## config.mk

```make
export PLATFORM = sky130hd
export DESIGN_NAME = bitio_ctrl
export DESIGN_NICKNAME = d
export VERILOG_FILES = /design/src/rtl/bitio_ctrl.sv
export SDC_FILE = /design/constraint.sdc
export NUM_CORES = 1
export LEC_CHECK = 0
export BUFFER_PORTS_ARGS = -buffer_cell sky130_fd_sc_hd__buf_2
export CORE_MARGIN = 3
export CORE_UTILIZATION = 55
export CTS_CLUSTER_SIZE = 25
export DETAILED_ROUTE_END_ITERATION = 6
export GPL_TIMING_DRIVEN = 0
export PLACE_DENSITY = 0.82
export SETUP_SLACK_MARGIN = 0.3
export SYNTH_ARGS = -nofsm -noshare
export SYNTH_HDL_FRONTEND = slang
export SYNTH_SLANG_ARGS = --single-unit
export TNS_END_PERCENT = 1
```

## constraint.sdc

```tcl
create_clock -name clk -period 4.95 [get_ports clk]
set_clock_uncertainty 0.1 [all_clocks]
set_input_delay 0.2475 -clock clk [delete_from_list [all_inputs] [get_ports clk]]
set_output_delay 0.2475 -clock clk [all_outputs]
set_load 0.01 [all_outputs]
```

## src/rtl/bitio_ctrl.sv

```systemverilog
module bitio_ctrl #(
  parameter int ADDR_W = 12,
  parameter int WORD_W = 16,
  parameter int DISP_W = 8
) (
  input  logic              clk,
  input  logic              rst_n,
  input  logic              cmd_valid,
  input  logic [1:0]        cmd_op,
  input  logic [WORD_W-1:0] cmd_base,
  input  logic [DISP_W-1:0] cmd_disp,
  input  logic [WORD_W-1:0] cmd_data,
  output logic [ADDR_W-1:0] bus_addr,
  output logic              bus_dout,
  output logic              bus_strobe,
  input  logic              bus_din,
  output logic              test_eq,
  output logic              done
);
  localparam int CNT_W  = $clog2(WORD_W);
  localparam int LEFT_W = CNT_W + 1;
  localparam int HALF   = WORD_W / 2;
  localparam logic [LEFT_W-1:0] HALF_L = LEFT_W'(HALF);
  localparam logic [LEFT_W-1:0] FULL_L = LEFT_W'(WORD_W);
  localparam logic [LEFT_W-1:0] ONE_L  = LEFT_W'(1);

  localparam logic [1:0] OP_SET1  = 2'b00;
  localparam logic [1:0] OP_SET0  = 2'b01;
  localparam logic [1:0] OP_TEST  = 2'b10;
  localparam logic [1:0] OP_SHIFT = 2'b11;

  logic [ADDR_W-1:0] addr_q;
  logic              dout_q, strobe_q, probe_q, eq_q, eqdone_q;
  logic [WORD_W-1:0] shreg_q;
  logic [LEFT_W-1:0] left_q;

  logic busy, accept, last;
  assign busy   = strobe_q | probe_q;
  assign accept = cmd_valid & ~busy;
  assign last   = left_q == ONE_L;

  logic [ADDR_W-1:0] base_addr, eff_addr;
  assign base_addr = cmd_base[ADDR_W:1];
  assign eff_addr  = base_addr + {{(ADDR_W-DISP_W){cmd_disp[DISP_W-1]}}, cmd_disp};

  logic [CNT_W-1:0]  cnt_field;
  logic [LEFT_W-1:0] nbits;
  logic [WORD_W-1:0] src;
  assign cnt_field = cmd_disp[CNT_W-1:0];
  assign nbits     = (cnt_field == '0) ? FULL_L : {1'b0, cnt_field};
  assign src       = (nbits <= HALF_L) ? (cmd_data >> HALF) : cmd_data;

  wire unused_bits = ^{cmd_base[0], cmd_base[WORD_W-1:ADDR_W+1]};

  always_ff @(posedge clk or negedge rst_n) begin
    if (!rst_n) begin
      addr_q   <= '0;
      dout_q   <= 1'b0;
      strobe_q <= 1'b0;
      probe_q  <= 1'b0;
      eq_q     <= 1'b0;
      eqdone_q <= 1'b0;
      shreg_q  <= '0;
      left_q   <= '0;
    end else begin
      eqdone_q <= probe_q;
      probe_q  <= 1'b0;
      if (probe_q) eq_q <= bus_din;
      if (strobe_q) begin
        if (!last) begin
          addr_q  <= addr_q + ADDR_W'(1);
          dout_q  <= shreg_q[0];
          shreg_q <= shreg_q >> 1;
          left_q  <= left_q - ONE_L;
        end else begin
          strobe_q <= 1'b0;
        end
      end
      if (accept) begin
        case (cmd_op)
          OP_SET1, OP_SET0: begin
            addr_q   <= eff_addr;
            dout_q   <= (cmd_op == OP_SET1);
            strobe_q <= 1'b1;
            left_q   <= ONE_L;
          end
          OP_TEST: begin
            addr_q  <= eff_addr;
            probe_q <= 1'b1;
          end
          default: begin
            addr_q   <= base_addr;
            dout_q   <= src[0];
            shreg_q  <= src >> 1;
            left_q   <= nbits;
            strobe_q <= 1'b1;
          end
        endcase
      end
    end
  end

  assign bus_addr   = addr_q;
  assign bus_dout   = dout_q;
  assign bus_strobe = strobe_q;
  assign test_eq    = eq_q;
  assign done       = (strobe_q & last) | eqdone_q;
endmodule

```

==> results of run 1 <==
[area by class of cell]
cell class	count	area [um^2]
Buffer	13	55.1
Clock buffer	7	76.3
Clock inverter	1	30.0
Fill cell	364	1380
Inverter	9	33.8
Multi-Input combinational cell	224	1530
Sequential cell	38	951
Tap cell	52	65.1
Timing Repair Buffer	58	295
[Yosys cell counts (all sizes together), types with 2 or more instances]
| library cell | n | area (um^2) |
|---|---|---|
| nor2 | 10 | 37.5 |
| a21o | 5 | 37.5 |
| inv | 9 | 33.8 |
| a31oi | 9 | 56.3 |
| buf | 6 | 28.8 |
| nand3 | 8 | 52.6 |
| nor2b | 12 | 82.6 |
| nor3 | 7 | 35.0 |
| o21bai | 2 | 15.0 |
| xor2 | 7 | 61.3 |
| clkbuf | 7 | 26.3 |
| nor4b | 2 | 17.5 |
| o21ai | 12 | 60.1 |
| nand2b | 3 | 18.8 |
| xnor2 | 14 | 123 |
| nand2 | 46 | 173 |
| a211oi | 8 | 60.1 |
| mux2i | 13 | 130 |
| dfrtp | 38 | 951 |
| ha | 14 | 175 |
| a221oi | 2 | 17.5 |
| o22ai | 8 | 50.1 |
| a21oi | 11 | 58.8 |
| mux2 | 2 | 22.5 |
| and3 | 3 | 18.8 |
| and2 | 2 | 12.5 |
| o211ai | 7 | 57.6 |
[worst max-delay path, cell delays in order (launching register included)]
cell and delay [ps]:
dfrtp_1 390, inv_1 80, ha_1 130, nor4b_1 650
nand2b_1 190, buf_2 280, buf_2 280, nand2_1 80
a31oi_1 180
[registers in the layout (all words and copies together), names as in the netlist]
name / count
shreg_q: 16
bus_addr: 12
left_q: 5
bus_dout: 1
bus_strobe: 1
eqdone_q: 1
probe_q: 1
test_eq: 1
[metal layers]
| metal | up-vias | track usage | share of wire |
|---|---|---|---|
| li1 | 1151 | - | - |
| met1 | 1132 | 0.297 | 0.43 |
| met2 | 58 | 0.403 | 0.51 |
| met3 | 17 | 0.0473 | 0.041 |
| met4 | 0 | 0.0771 | 0.021 |
| met5 | - | 0 | 0 |
[metrics by stage]
step	cell area, um^2	utilization
floorplan	2560	-
global placement	2920	0.660
detailed placement	2920	0.660
CTS	3030	0.687
global route	3030	0.687
finish	3030	0.687
[cells by family after synthesis]
logic type,share of synthesized area
xor gates and xnor gates,0.0717
muxes,0.0595
and+or+nand+nor,0.196
DFF,0.371
buffers and inverters,0.0346
AOI/OAI and AO/OA,0.191
adders and majority gates,0.0761
[where the power goes]
part           leakage [nW]  internal (mW)  switching [mW]
sequential            0.475          0.438          0.0988
clock                0.0524          0.151           0.108
combinational         0.906          0.303           0.371
[path summary, 6_finish.rpt]
kind,start,end,slack (ps),cells after the start
max reg2reg,left_q[1],shreg_q[4],2490,8
max in group asynchronous,rst_n,shreg_q[11],3710,2
max,left_q[1],shreg_q[4],2490,8
min,bus_din,test_eq,90,2
min in group asynchronous,rst_n,left_q[0],500,2
min reg2reg,probe_q,eqdone_q,330,0
[what timing repair did]
item / 4_1_cts / 5_1_grt
endpoints found under the hold margin: 9 / 0
endpoints found under the setup margin: 0 / 0
hold buffers: 1 / 0
resized for setup: 0 / 0
==> tab_implementation.tex, run 1 <==
\begin{tabular}{lr}
\hline
Metric & Value \\
\hline
\multicolumn{2}{l}{\textbf{Floorplan}} \\
\quad Area of the placeable core & 4410 um\^{}2 \\
\quad Die extent in y & 74.3 um \\
\quad Die Outline Area & 5520 um\^{}2 \\
\quad Site row count & 24 \\
\quad Effective utilization at floorplan & 0.581 \\
\quad Number of placed I/O pins & 62 \\
\quad Die Span X & 74.3 um \\
\multicolumn{2}{l}{\textbf{Global route}} \\
\quad Global route total overflow & 0 \\
\quad Via count of the first global-routing pass & approximately 2300 \\
\quad First-pass GRT wire length & 10000 um \\
\quad Largest net degree at the start of global routing & 39 \\
\quad GR Util All Layers & 0.235 \\
\quad Antenna violations before repair & 0 \\
\multicolumn{2}{l}{\textbf{Clocking}} \\
\quad Post-CTS setup buffer count & 0 \\
\quad Number of sinks driven by the clock tree & 38 \\
\quad H-tree Lvls & 2 \\
\quad Worst-path clk slew & 80 ps \\
\quad Clock latency reported for the late side of the worst-skew pair & around 290 ps \\
\quad Total CTS buffers & 5 \\
\quad Buffer levels on the longest clock path & 2 \\
\quad Clock tree from TritonCTS & built \\
\quad CTS root buf & clkbuf\_8 \\
\multicolumn{2}{l}{\textbf{Setup path}} \\
\quad Data arrival at the endpoint of the critical path & around 2600 ps \\
\quad Worst endpoint required time & 5060 ps \\
\quad Highest fanout seen on the critical path & 10 \\
\quad Startpoint type of the worst setup path & flip-flop \\
\quad Sort of element at the end of the critical path & flip-flop \\
\quad Path type of the worst setup path & reg -> reg \\
\multicolumn{2}{l}{\textbf{Routing}} \\
\quad Vias/cell & 5.87 \\
\quad Drt first-iter violations & 112 \\
\quad Antenna violation net count after detailed routing & 0 \\
\quad Routed wire per std cell & about 15 um \\
\quad Number of remaining DRC errors & 0 \\
\quad Via count & approximately 2400 \\
\quad Iteration count of the initial detailed-routing pass & 4 \\
\quad Detailed Route WL & 6220 um \\
\multicolumn{2}{l}{\textbf{Pwr}} \\
\quad Total power divided by cell area & 485 nW/um\^{}2 \\
\quad Highest ir drop seen on vdd & 0.306 mV \\
\quad Total power & 1.47 mW \\
\quad Reported leakage power & 1.43 nW \\
\multicolumn{2}{l}{\textbf{Timing}} \\
\quad Worst setup margin & 2490 ps \\
\quad Upper clock frequency limit & 0.407 GHz \\
\quad Number of max-slew violations in the final report & 0 \\
\quad Final worst path period share & 0.496 \\
\quad RSZ-0062 raised after global routing & false \\
\quad Min Tclk post-route & 2460 ps \\
\quad Setup tns final & 0 ps \\
\quad Worst slew margin relative to its limit & 0.432 \\
\quad Slew at the pin closest to its max-slew limit & around 850 ps \\
\quad Hold slack & 87.6 ps \\
\quad \# setup viols final & 0 \\
\quad Final number of hold-violating endpoints & 0 \\
\multicolumn{2}{l}{\textbf{Yosys}} \\
\quad Synthesized instance count & 284 \\
\quad Flip-flop and latch count after synthesis & 38 \\
\quad Cell area after synthesis & 2560 um\^{}2 \\
\quad Share of flip-flops with an asynchronous set or reset & 1.00 \\
\quad Synth Area per Inst & 9.03 um\^{}2 \\
\quad Netlist cell types & 50 \\
\quad Number of synthesized flops with an enable pin & 0 \\
\quad Seq/Total Area, Yosys & 0.371 \\
\quad Number of nets produced by synthesis & approximately 350 \\
\quad Warning count from the yosys run & 0 \\
\quad Commonest register cell after synthesis & dfrtp\_1 \\
\multicolumn{2}{l}{\textbf{Placed design}} \\
\quad Count of buffers inserted at the top-level ports & 57 \\
\quad DPL Wire Length & 4730 um \\
\quad Number of placed cells counting well taps & 393 \\
\quad Pre-CTS setup slack & 2570 ps \\
\quad GPL Wtd Cong & a little under 0.9 \\
\multicolumn{2}{l}{\textbf{Cells and area}} \\
\quad Antenna Cells & 0 \\
\quad Commonest cells after routing, fill and taps aside & buf\_2, nand2\_1, dfrtp\_1 \\
\quad Number of standard cells in the final layout excluding fillers & 402 \\
\quad Layout-stage area growth over the synthesis result & 18.2\% \\
\quad Fraction of final layout cells with drive strength greater than 1 & 0.214 \\
\quad Net count of the finished layout & 410 \\
\quad Most common cell after layout, fill and taps aside & buf\_2 \\
\multicolumn{2}{l}{\textbf{Hold path}} \\
\quad Hold WC Path Type & in -> reg \\
\multicolumn{2}{l}{\textbf{Run}} \\
\quad Number of max-cap violations & 0 \\
\multicolumn{2}{l}{\textbf{Status}} \\
\quad Status & finished, final reports clean \\
\hline
\end{tabular}
Power figures use the tool's default switching activity.
==> inputs of run 2 (changes only) <==
CORE_UTILIZATION = 49   (was 55)
PLACE_DENSITY = 0.77   (was 0.82)
clock period = 2.1 ns   (was 4.95 ns; I/O delays follow)
==> tab_implementation.tex, run 2 (same netlist as run 1, synthesis figures left out) <==
\begin{tabular}{lr}
\hline
Metric & Value \\
\hline
\multicolumn{2}{l}{\textbf{Status}} \\
\quad Status & finished, final reports clean \\
\multicolumn{2}{l}{\textbf{Floorplan}} \\
\quad Effective utilization at floorplan & 0.526 \\
\quad Die extent in y & between 70 and 80 um \\
\quad Site row count & 25 \\
\quad Number of placed I/O pins & 62 \\
\quad Die Span X & $\sim$80 um \\
\quad Die Outline Area & 6140 um\^{}2 \\
\quad Area of the placeable core & around 5000 um\^{}2 \\
\multicolumn{2}{l}{\textbf{Global route}} \\
\quad Via count of the first global-routing pass & 2390 \\
\quad Largest net degree at the start of global routing & 39 \\
\quad GRT met2 Usage & 0.379 \\
\quad Global route total overflow & 0 \\
\quad First-pass GRT wire length & $\sim$11000 um \\
\quad Met1 Usage GRT & 0.287 \\
\quad GR Util All Layers & 0.223 \\
\quad Antenna violations before repair & 0 \\
\quad Met3 demand-to-capacity share in global routing & 0.0436 \\
\quad Most used routing layer in global routing & met2 \\
\multicolumn{2}{l}{\textbf{Timing}} \\
\quad Min Tclk post-route & about 1900 ps \\
\quad RSZ-0062 raised after global routing & true \\
\quad Worst slew margin relative to its limit & 0.459 \\
\quad Final number of hold-violating endpoints & 0 \\
\quad Final worst path period share & 0.921 \\
\quad Upper clock frequency limit & 0.517 GHz \\
\quad Slew at the pin closest to its max-slew limit & between 800 and 900 ps \\
\quad Hold slack & around 6.4 ps \\
\quad \# setup viols final & 0 \\
\quad Number of max-slew violations in the final report & 0 \\
\multicolumn{2}{l}{\textbf{Hold path}} \\
\quad Hold WC Path Type & in -> reg \\
\multicolumn{2}{l}{\textbf{Routing}} \\
\quad Via count & 2407 \\
\quad Detailed Route WL & around 6600 um \\
\quad Drt first-iter violations & between 100 and 150 \\
\quad Vias/cell & 5.53 \\
\quad Number of remaining DRC errors & 0 \\
\quad Iteration count of the initial detailed-routing pass & 5 \\
\quad Antenna violation net count after detailed routing & 0 \\
\quad Routed wire per std cell & about 15 um \\
\multicolumn{2}{l}{\textbf{Setup path}} \\
\quad Data arrival at the endpoint of the critical path & 1990 ps \\
\quad Worst endpoint required time & 2150 ps \\
\quad Highest fanout seen on the critical path & 4 \\
\quad Path type of the worst setup path & reg -> reg \\
\quad Startpoint type of the worst setup path & flip-flop \\
\quad Sort of element at the end of the critical path & flip-flop \\
\multicolumn{2}{l}{\textbf{Pwr}} \\
\quad Highest ir drop seen on vdd & 0.502 mV \\
\quad Total power & 3.72 mW \\
\quad Total power divided by cell area & 1110 nW/um\^{}2 \\
\quad Reported leakage power & 1.54 nW \\
\multicolumn{2}{l}{\textbf{Cells and area}} \\
\quad Commonest cells after routing, fill and taps aside & buf\_2, nand2\_1, dfrtp\_1 \\
\quad Antenna Cells & 0 \\
\quad Top register by number of flip-flops & shreg\_q \\
\quad Flip-flop count of the largest register, all copies and words added & 16 \\
\quad Layout-stage area growth over the synthesis result & 30.7\% \\
\quad Number of standard cells in the final layout excluding fillers & between 400 and 500 \\
\quad Most common cell after layout, fill and taps aside & buf\_2 \\
\quad Fraction of final layout cells with drive strength greater than 1 & 0.288 \\
\quad Number of fill cells in the layout & between 400 and 500 \\
\quad Net count of the finished layout & 429 \\
\quad Final Core Density & 0.687 \\
\multicolumn{2}{l}{\textbf{Clocking}} \\
\quad Buffer levels on the longest clock path & 2 \\
\quad CTS root buf & clkbuf\_8 \\
\quad Clock tree from TritonCTS & built \\
\quad Number of sinks driven by the clock tree & 38 \\
\quad H-tree Lvls & 2 \\
\quad Total CTS buffers & 5 \\
\quad Worst-path clk slew & 70 ps \\
\quad Clock latency reported for the late side of the worst-skew pair & approximately 290 ps \\
\multicolumn{2}{l}{\textbf{Run}} \\
\quad Number of max-cap violations & 0 \\
\multicolumn{2}{l}{\textbf{Placed design}} \\
\quad Count of buffers inserted at the top-level ports & 57 \\
\quad DPL Wire Length & 4950 um \\
\quad GPL Wtd Cong & 0.860 \\
\quad Number of placed cells counting well taps & 408 \\
\hline
\end{tabular}
run 2: cell type report:
cell class	count	area, um^2	share of cell area
Sequential cell	38	951	0.284
Timing Repair Buffer	77	467	0.139
Multi-Input combinational cell	224	1640	0.488
Buffer	13	68.8	0.0205
Clock buffer	6	82.6	0.0246
Inverter	9	33.8	0.0101
Tap cell	67	83.8	0.0250
Clock inverter	1	30.0	0.00896
run 2: timing repair:
action | in CTS | in global routing
endpoints found under the setup margin | 35 | 36
buffers inserted | 5 | 4
pin swaps | 5 | 5
hold buffers | 11 | 0
hold endpoints to repair | 48 | 0
resized for setup | 14 | 9
gates cloned | 0 | 0
run 2: routing by layer:
metal  share of wire  vias to the layer above
li1                -                     1184
met1            0.44                     1136
met2            0.50                       74
met3           0.042                       13
met4           0.016                        0
met5               0                        -
run 2: power by group:
group | switching [mW] | internal, mW
clock network | 0.247 | 0.380
logic | 0.941 | 0.867
registers | 0.247 | 1.03
run 2: path summary, 6_finish.rpt:
check | from | endpoint | cells after the start | slack [ps]
worst min register to register | probe_q | eqdone_q | 0 | 380
worst max register to register | left_q[0] | bus_addr[11] | 9 | 170
worst min-delay path | cmd_disp[2] | left_q[2] | 3 | 6
max in group asynchronous | rst_n | bus_addr[2] | 2 | 1040
min in group asynchronous | rst_n | shreg_q[2] | 2 | 350
worst max-delay path | left_q[0] | bus_addr[11] | 9 | 170
run 2: metrics by stage:
stage                     worst slack [ps]  setup TNS, ps  instance area (um^2)
after CTS                              145              0                  3290
after detailed placement              -214           -417                  2990
final                                  167              0                  3350
after global placement                -154           -230                  2990
after floorplan                        184              0                  2620
after global routing                  68.2              0                  3350
run 2: worst max-delay path, cell delays in order (launching register included):
cell,delay [ps]
dfrtp_1,390
ha_2,180
nor4b_4,140
nor2b_2,160
nand4_1,190
nor2_4,200
buf_6,120
nand3_2,70
xor2_1,160
mux2i_1,90
==> inputs of run 3 (changes only) <==
--- a/constraint.sdc
+++ b/constraint.sdc
@@ -4,2 +4,2 @@
 set_output_delay 0.105 -clock clk [all_outputs]
-set_load 0.01 [all_outputs]
+set_load 0.1 [all_outputs]
==> tab_implementation.tex, run 3 (same netlist as run 1, synthesis figures left out) <==
\begin{tabular}{lr}
\hline
Metric & Value \\
\hline
\multicolumn{2}{l}{\textbf{Global route}} \\
\quad Largest net degree at the start of global routing & 39 \\
\quad First-pass GRT wire length & about 11000 um \\
\quad GR Util All Layers & 0.234 \\
\quad Antenna violations before repair & 0 \\
\quad Global route total overflow & 0 \\
\quad Via count of the first global-routing pass & between 2000 and 2500 \\
\multicolumn{2}{l}{\textbf{Routing}} \\
\quad Drt first-iter violations & 165 \\
\quad Iteration count of the initial detailed-routing pass & 4 \\
\quad Antenna violation net count after detailed routing & 0 \\
\quad Vias/cell & 5.53 \\
\quad Detailed Route WL & just under 7000 um \\
\quad Routed wire per std cell & 15.4 um \\
\quad Number of remaining DRC errors & 0 \\
\quad Via count & 2426 \\
\multicolumn{2}{l}{\textbf{Floorplan}} \\
\quad Number of placed I/O pins & 62 \\
\quad Die Outline Area & about 6100 um\^{}2 \\
\quad Site row count & 25 \\
\quad Die Span X & 78.4 um \\
\quad Die extent in y & 78.4 um \\
\quad Effective utilization at floorplan & 0.526 \\
\quad Area of the placeable core & 4880 um\^{}2 \\
\multicolumn{2}{l}{\textbf{Hold path}} \\
\quad Worst Hold Endpoint & bus\_addr[3] \\
\quad Worst Hold Path Cells & 3 \\
\quad Hold WC Path Type & in -> reg \\
\quad Critical hold path startpoint & cmd\_base[4] \\
\multicolumn{2}{l}{\textbf{Clocking}} \\
\quad H-tree Lvls & 2 \\
\quad Clock tree from TritonCTS & built \\
\quad Worst-path clk slew & 80 ps \\
\quad Clock latency reported for the late side of the worst-skew pair & 290 ps \\
\quad Buffer levels on the longest clock path & 2 \\
\quad Number of sinks driven by the clock tree & 38 \\
\quad Total CTS buffers & 5 \\
\quad CTS root buf & clkbuf\_8 \\
\multicolumn{2}{l}{\textbf{Setup path}} \\
\quad Largest stage delay on the critical path & approximately 370 ps \\
\quad Worst-path cell chain & inv\_2, ha\_4, nor4b\_4, buf\_4, nor2b\_4, nand4\_1, nor2\_4, buf\_6, a311oi\_2, a41o\_1, a21oi\_2 \\
\quad Data arrival at the endpoint of the critical path & roughly 2100 ps \\
\quad Reg2reg path depth & 11 \\
\quad Register-to-Register Setup Slack & 110 ps \\
\quad Highest fanout seen on the critical path & 4 \\
\quad Sort of element at the end of the critical path & flip-flop \\
\quad Worst endpoint required time & 2230 ps \\
\quad Path type of the worst setup path & reg -> reg \\
\quad Worst r2r dst & bus\_addr[7] \\
\quad Startpoint type of the worst setup path & flip-flop \\
\quad Critical Path Slowest Stage Cell & dfrtp\_1 \\
\quad Reg-to-reg startpoint & left\_q[1] \\
\multicolumn{2}{l}{\textbf{Cells and area}} \\
\quad Commonest cells after routing, fill and taps aside & buf\_2, nand2\_1, dfrtp\_1 \\
\quad Number of standard cells in the final layout excluding fillers & 439 \\
\quad Antenna Cells & 0 \\
\quad Number of fill cells in the layout & $\sim$420 \\
\quad Most common cell after layout, fill and taps aside & buf\_2 \\
\quad Net count of the finished layout & 432 \\
\quad Flip-flop and latch area & around 960 um\^{}2 \\
\quad Layout-stage area growth over the synthesis result & 32.7\% \\
\quad Top register by number of flip-flops & shreg\_q \\
\quad Flip-flop count of the largest register, all copies and words added & 16 \\
\quad Final Core Density & 0.698 \\
\quad Area of the multi-input gates & 1640 um\^{}2 \\
\quad Fraction of final layout cells with drive strength greater than 1 & 0.320 \\
\multicolumn{2}{l}{\textbf{Timing}} \\
\quad Final number of hold-violating endpoints & 0 \\
\quad Min Tclk post-route & 1990 ps \\
\quad Number of max-slew violations in the final report & 0 \\
\quad \# setup viols final & 0 \\
\quad Final worst path period share & 0.946 \\
\quad RSZ-0062 raised after global routing & true \\
\quad Setup tns final & 0 ps \\
\quad Upper clock frequency limit & 0.503 GHz \\
\quad Worst setup margin & around 110 ps \\
\quad Worst slew margin relative to its limit & 0.413 \\
\quad Slew at the pin closest to its max-slew limit & 880 ps \\
\multicolumn{2}{l}{\textbf{Placed design}} \\
\quad Count of buffers inserted at the top-level ports & 57 \\
\quad GPL Wtd Cong & roughly 0.85 \\
\quad Pre-CTS setup slack & -426 ps \\
\quad Number of placed cells counting well taps & 408 \\
\quad DPL Wire Length & 4750 um \\
\multicolumn{2}{l}{\textbf{Status}} \\
\quad Status & finished, final reports clean \\
\multicolumn{2}{l}{\textbf{Run}} \\
\quad Number of max-cap violations & 0 \\
\multicolumn{2}{l}{\textbf{Pwr}} \\
\quad Highest ir drop seen on vdd & a little over 0.9 mV \\
\quad Reported leakage power & 1.56 nW \\
\quad Total power divided by cell area & 1440 nW/um\^{}2 \\
\hline
\end{tabular}
run 3: changes by cell type in the layout (fill, tap and decap cells not counted), moves of 2 or more:
cell / delta
nor2b_2: -2
a21oi_2: +2
dfrtp_2: +6
a21oi_1: -2
buf_2: -2
dfrtp_1: -7
buf_4: +4
clkbuf_2: +2
run 3: worst max path at each step:
stage / end / start / depth (start not counted) / slack, ps
2_1_floorplan: bus_addr[11] / bus_addr[6] / 5 / 60
3_3_place_gp: shreg_q[3] / left_q[1] / 8 / -340
3_5_place_dp: shreg_q[3] / left_q[1] / 8 / -430
4_1_cts: bus_addr[9] / left_q[0] / 8 / 100
5_1_grt: bus_addr[7] / left_q[1] / 11 / 20
6_report: bus_addr[7] / left_q[1] / 11 / 110
run 3: timing repair:
| action | 4_1_cts | 5_1_grt |
|---|---|---|
| pin swaps | 4 | 6 |
| endpoints found under the hold margin | 49 | 0 |
| setup endpoints to repair | 36 | 36 |
| hold buffers | 12 | 0 |
| gates resized for setup | 15 | 20 |
| setup buffers | 4 | 7 |
run 3: area by class of cell:
cell class,instances,share of cell area
multi-input combinational,224,0.482
clock buffer,7,0.0254
timing repair buffer,80,0.145
buffer,13,0.0217
clock inverter,1,0.00882
tap,67,0.0246
sequential,38,0.283
inverter,9,0.00992
run 3: stage by stage:
| stage | instance area (um^2) | power, mW | hold slack (ps) |
|---|---|---|---|
| floorplan | 2590 | 3.45 | -291 |
| global placement | 2960 | 3.91 | 175 |
| detailed placement | 2960 | 3.96 | 171 |
| CTS | 3280 | 4.77 | 10.2 |
| global route | 3400 | 5.23 | 38.4 |
| finish | 3400 | 4.91 | 13.9 |
run 3: worst max-delay path: cells and delay by family, from the launching register on:
kind                     cells  cell delay (ps)
AND/OR/NAND/NOR              4              580
AO/OA/AOI/OAI                3              380
flip-flops                   1              370
buffers and inverters        3              340
adder cells (fa/ha/maj)      1              150
run 3: metal layers:
| layer | up-vias | track usage | wire length, um |
|---|---|---|---|
| met5 | - | 0 | 0 |
| met2 | 48 | 0.404 | 3470 |
| li1 | 1195 | - | - |
| met1 | 1172 | 0.302 | 2960 |
| met3 | 11 | 0.0413 | 229 |
| met4 | 0 | 0.0612 | 116 |
run 3: report_power, final:
| part | leakage (nW) | switching, mW | internal, mW |
|---|---|---|---|
| Clock | 0.0585 | 0.275 | 0.388 |
| Combinational | 1.04 | 2.02 | 0.914 |
| Sequential | 0.468 | 0.254 | 1.05 |
